$ cat src/rtl/f2i_pkg.sv
package f2i_pkg;

    typedef enum logic [1:0] {
        RM_NEAREST = 2'd0,
        RM_UP      = 2'd1,
        RM_DOWN    = 2'd2,
        RM_ZERO    = 2'd3
    } f2i_rmode_e;

    typedef enum logic [1:0] {
        CLS_BELOW = 2'd0,
        CLS_RANGE = 2'd1,
        CLS_SAT   = 2'd2
    } f2i_class_e;

endpackage

$ cat src/rtl/f2i_unpack.sv
module f2i_unpack
    import f2i_pkg::*;
#(
    parameter int EXP_W = 8,
    parameter int MAN_W = 23,
    parameter int INT_W = 32,
    localparam int FP_W = 1 + EXP_W + MAN_W,
    localparam int SHW  = (INT_W > 1) ? $clog2(INT_W) : 1
) (
    input  logic [FP_W-1:0] fp_word,
    output logic            sign,
    output logic [MAN_W:0]  sig,
    output logic [SHW-1:0]  shamt,
    output f2i_class_e      cls,
    output logic            is_nan,
    output logic            is_zero,
    output logic            is_denorm
);
    localparam int BIAS = (1 << (EXP_W - 1)) - 1;
    localparam logic [EXP_W-1:0] BIAS_V = EXP_W'(BIAS);
    localparam logic [EXP_W:0]   SAT_V  = (EXP_W + 1)'(BIAS + INT_W);

    logic [EXP_W-1:0] exp_f;
    logic [MAN_W-1:0] man_f;
    logic [EXP_W-1:0] unb;

    always_comb begin
        exp_f     = fp_word[FP_W-2:MAN_W];
        man_f     = fp_word[MAN_W-1:0];
        sign      = fp_word[FP_W-1];
        sig       = {(exp_f != '0), man_f};
        is_nan    = (&exp_f) && (man_f != '0);
        is_zero   = (exp_f == '0) && (man_f == '0);
        is_denorm = (exp_f == '0) && (man_f != '0);
        unb       = exp_f - BIAS_V;
        shamt     = unb[SHW-1:0];
        if ({1'b0, exp_f} >= SAT_V)
            cls = CLS_SAT;
        else if (exp_f >= BIAS_V)
            cls = CLS_RANGE;
        else
            cls = CLS_BELOW;
    end
endmodule

$ cat src/rtl/f2i_round.sv
module f2i_round
    import f2i_pkg::*;
#(
    parameter int MAN_W = 23,
    parameter int INT_W = 32,
    localparam int SHW   = (INT_W > 1) ? $clog2(INT_W) : 1,
    localparam int EXT_W = MAN_W + INT_W
) (
    input  logic [MAN_W:0]   sig,
    input  logic [SHW-1:0]   shamt,
    input  f2i_rmode_e       mode,
    input  logic             sign,
    output logic [INT_W-1:0] int_part,
    output logic             rem_nz,
    output logic             round_up
);
    logic [EXT_W-1:0] ext;
    logic [MAN_W-1:0] rem;
    logic             half;
    logic             sticky;

    always_comb begin
        ext      = EXT_W'(sig) << shamt;
        int_part = ext[EXT_W-1:MAN_W];
        rem      = ext[MAN_W-1:0];
        half     = rem[MAN_W-1];
        sticky   = |(rem << 1);
        rem_nz   = half | sticky;
        unique case (mode)
            RM_NEAREST: round_up = half & (sticky | int_part[0]);
            RM_UP:      round_up = ~sign & rem_nz;
            RM_DOWN:    round_up = sign & rem_nz;
            default:    round_up = 1'b0;
        endcase
    end
endmodule

$ cat src/rtl/f2i_convert.sv
module f2i_convert
    import f2i_pkg::*;
#(
    parameter int EXP_W = 8,
    parameter int MAN_W = 23,
    parameter int INT_W = 32,
    localparam int FP_W = 1 + EXP_W + MAN_W,
    localparam int SHW  = (INT_W > 1) ? $clog2(INT_W) : 1
) (
    input  logic             clk,
    input  logic             rst_n,
    input  logic [FP_W-1:0]  fp_in,
    input  logic             to_signed,
    input  logic [1:0]       rmode,
    input  logic             trunc,
    output logic [INT_W-1:0] int_out,
    output logic             invalid,
    output logic             inexact,
    output logic             denorm_in
);
    localparam logic [INT_W-1:0] ALL1_V = '1;
    localparam logic [INT_W-1:0] ONE_V  = INT_W'(1);
    localparam logic [INT_W-1:0] MAX_V  = {1'b0, {(INT_W-1){1'b1}}};
    localparam logic [INT_W-1:0] MIN_V  = {1'b1, {(INT_W-1){1'b0}}};

    typedef struct packed {
        logic [INT_W-1:0] value;
        logic             invalid;
        logic             inexact;
        logic             denorm;
    } conv_out_t;

    conv_out_t res_d, res_q;

    logic             u_sign, u_nan, u_zero, u_denorm;
    logic [MAN_W:0]   u_sig;
    logic [SHW-1:0]   u_shamt;
    f2i_class_e       u_cls;
    f2i_rmode_e       mode_eff;
    logic [INT_W-1:0] r_int;
    logic             r_rem_nz, r_up;

    logic [INT_W:0]   sum;
    logic [INT_W:0]   lim;
    logic [INT_W-1:0] mag;

    assign mode_eff = trunc ? RM_ZERO : f2i_rmode_e'(rmode);

    f2i_unpack #(.EXP_W(EXP_W), .MAN_W(MAN_W), .INT_W(INT_W)) u_unpack (
        .fp_word   (fp_in),
        .sign      (u_sign),
        .sig       (u_sig),
        .shamt     (u_shamt),
        .cls       (u_cls),
        .is_nan    (u_nan),
        .is_zero   (u_zero),
        .is_denorm (u_denorm)
    );

    f2i_round #(.MAN_W(MAN_W), .INT_W(INT_W)) u_round (
        .sig      (u_sig),
        .shamt    (u_shamt),
        .mode     (mode_eff),
        .sign     (u_sign),
        .int_part (r_int),
        .rem_nz   (r_rem_nz),
        .round_up (r_up)
    );

    always_comb begin
        res_d        = '0;
        res_d.denorm = u_denorm;
        sum          = {1'b0, r_int} + {{INT_W{1'b0}}, r_up};
        lim          = {1'b0, MAX_V} + {{INT_W{1'b0}}, u_sign};
        mag          = '0;
        if (u_nan) begin
            res_d.invalid = 1'b1;
        end else begin
            unique case (u_cls)
                CLS_SAT: begin
                    res_d.invalid = 1'b1;
                    if (to_signed)
                        res_d.value = u_sign ? MIN_V : MAX_V;
                    else
                        res_d.value = u_sign ? '0 : ALL1_V;
                end
                CLS_RANGE: begin
                    if (!to_signed) begin
                        if (sum[INT_W]) begin
                            mag           = ALL1_V;
                            res_d.invalid = 1'b1;
                        end else begin
                            mag = sum[INT_W-1:0];
                        end
                        if (u_sign && (mag != '0)) begin
                            res_d.value   = '0;
                            res_d.invalid = 1'b1;
                        end else begin
                            res_d.value   = mag;
                            res_d.inexact = r_rem_nz;
                        end
                    end else begin
                        if (sum > lim) begin
                            mag           = lim[INT_W-1:0];
                            res_d.invalid = 1'b1;
                        end else begin
                            mag           = sum[INT_W-1:0];
                            res_d.inexact = r_rem_nz;
                        end
                        res_d.value = u_sign ? (~mag + ONE_V) : mag;
                    end
                end
                default: begin
                    if (!u_zero) begin
                        res_d.inexact = 1'b1;
                        if (mode_eff == RM_UP && !u_sign) begin
                            res_d.value = ONE_V;
                        end else if (mode_eff == RM_DOWN && u_sign) begin
                            if (to_signed)
                                res_d.value = ALL1_V;
                            else
                                res_d.invalid = 1'b1;
                        end
                    end
                end
            endcase
        end
    end

    always_ff @(posedge clk or negedge rst_n) begin
        if (!rst_n)
            res_q <= '0;
        else
            res_q <= res_d;
    end

    assign int_out   = res_q.value;
    assign invalid   = res_q.invalid;
    assign inexact   = res_q.inexact;
    assign denorm_in = res_q.denorm;
endmodule

$ cat config.mk
export PLATFORM = sky130hd
export DESIGN_NAME = f2i_convert
export DESIGN_NICKNAME = d
export VERILOG_FILES = /design/src/rtl/f2i_pkg.sv /design/src/rtl/f2i_unpack.sv /design/src/rtl/f2i_round.sv /design/src/rtl/f2i_convert.sv
export SDC_FILE = /design/constraint.sdc
export NUM_CORES = 1
export LEC_CHECK = 0
export CAP_MARGIN = 15
export CORE_MARGIN = 2
export CORE_UTILIZATION = 40
export CTS_CLUSTER_DIAMETER = 80
export DETAILED_ROUTE_END_ITERATION = 7
export SYNTH_ARGS = -nofsm -noshare
export SYNTH_HDL_FRONTEND = slang
export SYNTH_SLANG_ARGS = --single-unit
$ cat constraint.sdc
create_clock -name clk -period 0.89 [get_ports clk]
set_input_delay 0.089 -clock clk [delete_from_list [all_inputs] [get_ports clk]]
set_output_delay 0.089 -clock clk [all_outputs]
set_load 0.005 [all_outputs]
==> impl_metrics.json <==
{
  "routedWlPerCell_um": 20.5,
  "holdWs_ns": 0.173,
  "detail_route.first_pass.iterations": 6,
  "cts_sinks": 35,
  "hold_path.class": "in2async",
  "maxCapViolCount": 0,
  "pin_count": 73,
  "slew_viol_final": 0,
  "cp_slowest_cell": "mux4_2",
  "synth_async_sr_flop_share_pct": 100,
  "fin_ws_ns": -5.90,
  "die_w_um": 136,
  "startpoint_type": "input pin",
  "dpl-instance-area_mm2": 0.0106,
  "min_period_over_period_pct": 763,
  "postSynthAreaPerCell_um2": 7.86,
  "syn_nets": 975,
  "synth_seq_cells": 35,
  "grt_max_degree": 58,
  "drive_above_1_share_pct": 54.2,
  "postLayoutCellArea_mm2": 0.0123,
  "grt_pass1_wl_um": 49000,
  "yosysWarnings": 0,
  "cts-root-buf": "clkbuf_16",
  "peakVddDrop_mv": 0.748,
  "clockBufferDepth": 2,
  "fin_crit_ns": 6.79,
  "fp-row-count": 48,
  "place_hpwl_um": 23500,
  "crit_required_ns": 1.06,
  "synth-compound-area-share_pct": 27.5,
  "crit_type": "in2reg",
  "path_clk_slew_ns": 0.06,
  "max_stage_delay_ns": 0.51,
  "synth_top_family_by_area": "compound AO/OA/AOI/OAI gates",
  "layout.cells.non_filler": 1608,
  "cts_made_buffers": 5,
  "diodes": 0,
  "rsz0062_at_grt": "yes",
  "vias": 9707,
  "netlist.area_leader.share_pct": 12.5,
  "final_hold_viol_count": 0,
  "drc": 0,
  "synthesis.area_mm2": 0.00702,
  "synthAdderAreaFrac_pct": 7.84,
  "yosys.area.top_type": "dfrtp_1",
  "place.gp.congestion": 1.00,
  "grt_use_total_pct": 33.6,
  "synth_edf_count": 0,
  "gr-total-overflow": 0,
  "powerDensity_mw_per_mm2": 1140,
  "violations": "negative setup slack",
  "finalNetCount": 1464,
  "port_buffers": 72,
  "coreArea_mm2": 0.0172,
  "start_util_pct": 40.7,
  "synth_mux_area_share_pct": 15.7,
  "antenna_found_initial": 1,
  "leakagePower_nw": 5.69,
  "synthFlopType": "dfrtp_1",
  "ys_types": 97,
  "status": "finished with violations",
  "cp_data_arrival_time_ns": 6.96,
  "via_per_inst": 6.04,
  "grt_pass1_vias": 9158,
  "drt_iter0_markers": 1117,
  "syn_to_final_growth_pct": 75.7,
  "path_max_fanout": 5,
  "htreeDepth": 2,
  "synthCells": 893,
  "fp.dieH_um": 136,
  "die_area_mm2": 0.0186,
  "postRouteAntennaNets": 0,
  "setup_viol": 36,
  "cpMostUsedCell": "buf_4",
  "worstSetupEndpointType": "register",
  "slew_headroom_pct": 50.3,
  "worstMarginPinSlew_ns": 0.745,
  "max_clock_freq_ghz": 0.147,
  "post-place-cells": 1500,
  "cts_tree": "built",
  "synth_xor_area_share_pct": 4.69,
  "ys_seq_area_share_pct": 12.5,
  "wl_um": 33000,
  "synthTopCellsByArea": "dfrtp_1 (12%), ha_1 (7.8%), mux4_2 (6.7%)",
  "synth-simple-area-share_pct": 25.9
}
-- routing by layer --
layer  global-route usage, %  part of all wire (%)  vias to the layer above
met5                       0                     0                        -
met4                    10.6                   3.4                        0
met3                    6.00                   8.3                       97
met2                    54.9                    47                      564
met1                    44.7                    41                     4626
li1                        -                     -                     4420
-- cell families (layout without fill, tap and decap cells) --
| group | after synthesis | in the layout |
|---|---|---|
| mux | 81 | 81 |
| xor+xnor | 29 | 29 |
| compound gates | 280 | 280 |
| simple gates | 345 | 346 |
| fa+ha+maj | 44 | 44 |
| buf+inv | 79 | 568 |
| flops | 35 | 35 |
-- report_power, final --
group | switching [mW] | total (mW) | internal (mW) | leakage (nW)
clock network | 0.715 | 1.75 | 1.04 | 0.0679
registers | 0.0418 | 1.80 | 1.76 | 0.435
logic | 5.24 | 10.6 | 5.33 | 5.18
-- how the worst max path moves through the flow --
stage / start / to / slack [ns] / cells past startpoint
final: fp_in[23] / int_out[20] / -5.90 / 40
after global routing: fp_in[25] / int_out[20] / -6.22 / 40
after CTS: fp_in[23] / int_out[12] / -5.67 / 38
after detailed placement: fp_in[24] / int_out[12] / -6.84 / 36
after global placement: fp_in[24] / int_out[12] / -6.69 / 35
after floorplan: fp_in[23] / int_out[12] / -6.25 / 44
-- cell type report --
| type | count | area [um2] |
|---|---|---|
| sequential | 35 | 876 |
| timing repair buffer | 530 | 4220 |
| tap | 225 | 282 |
| inverter | 29 | 121 |
| clock inverter | 1 | 5.00 |
| multi-input combinational | 780 | 6680 |
| fill | 1280 | 4900 |
| clock buffer | 7 | 133 |
| timing repair inverter | 1 | 8.76 |
-- synth_stat cells, types with 11 or more instances --
master    count
nor2_1      103
buf_4        14
mux2_2       23
nand4_1      17
mux2i_1      37
dfrtp_1      35
buf_2        14
o21ai_0      50
nand3_1      22
or3_1        11
clkbuf_1     14
nand2_1      71
nor3_1       29
a21oi_1      70
ha_1         44
mux4_2       21
xnor2_1      13
inv_1        28
a21o_1       16
a31oi_1      16
a211oi_1     13
-- stage by stage --
| stage | power, mW | util [%] | worst slack, ns | setup TNS, ns |
|---|---|---|---|---|
| 6_report | 14.1 | 71.6 | -5.90 | -185.10 |
| 5_1_grt | 14.8 | 71.6 | -6.22 | -194.73 |
| 4_1_cts | 13.1 | 67.9 | -5.67 | -177.39 |
| 3_5_place_dp | 10.5 | 61.7 | -6.84 | -217.24 |
| 3_3_place_gp | 10.4 | 61.7 | -6.69 | -214.42 |
| 2_1_floorplan | 6.20 | - | -6.25 | -189.89 |
-- cell usage in the layout (no fill, tap or decap), types with 16 or more instances in the layout --
| cell type | Yosys | final |
|---|---|---|
| buf_4 | 14 | 423 |
| nor2_1 | 103 | 94 |
| nand2_1 | 71 | 57 |
| a21oi_1 | 70 | 49 |
| ha_1 | 44 | 38 |
| buf_2 | 14 | 37 |
| dfrtp_1 | 35 | 35 |
| o21ai_0 | 50 | 27 |
| mux2i_1 | 37 | 24 |
| buf_6 | 4 | 24 |
| dlygate4sd2_1 | 0 | 23 |
| a21oi_2 | 2 | 22 |
| inv_1 | 28 | 21 |
| mux4_2 | 21 | 21 |
| nor3_1 | 29 | 20 |
| mux2_2 | 23 | 19 |
| o21ai_1 | 4 | 19 |
| nand3_1 | 22 | 18 |
| nand4_1 | 17 | 17 |
| a21o_1 | 16 | 16 |
-- sequential cells by signal, summed over array words and instances (netlist names) --
register and flops:
int_out 32, denorm_in 1, inexact 1, invalid 1
-- critical path: cells and delay by family --
family / cells / cell delay [ns]
buf+inv: 11 / 1.28
compound gates: 12 / 1.76
mux: 1 / 0.51
fa+ha+maj: 4 / 0.99
simple gates: 11 / 2.07
xor+xnor: 1 / 0.24
-- repair_timing --
item | in CTS | in global routing
gates cloned | 5 | 1
setup endpoints to repair | 70 | 38
setup buffers | 63 | 37
gates resized for setup | 298 | 87
pin swaps | 73 | 77
hold buffers | 1 | 0
hold endpoints to repair | 35 | 0
Note: power is estimated with default switching activity, not from simulation.
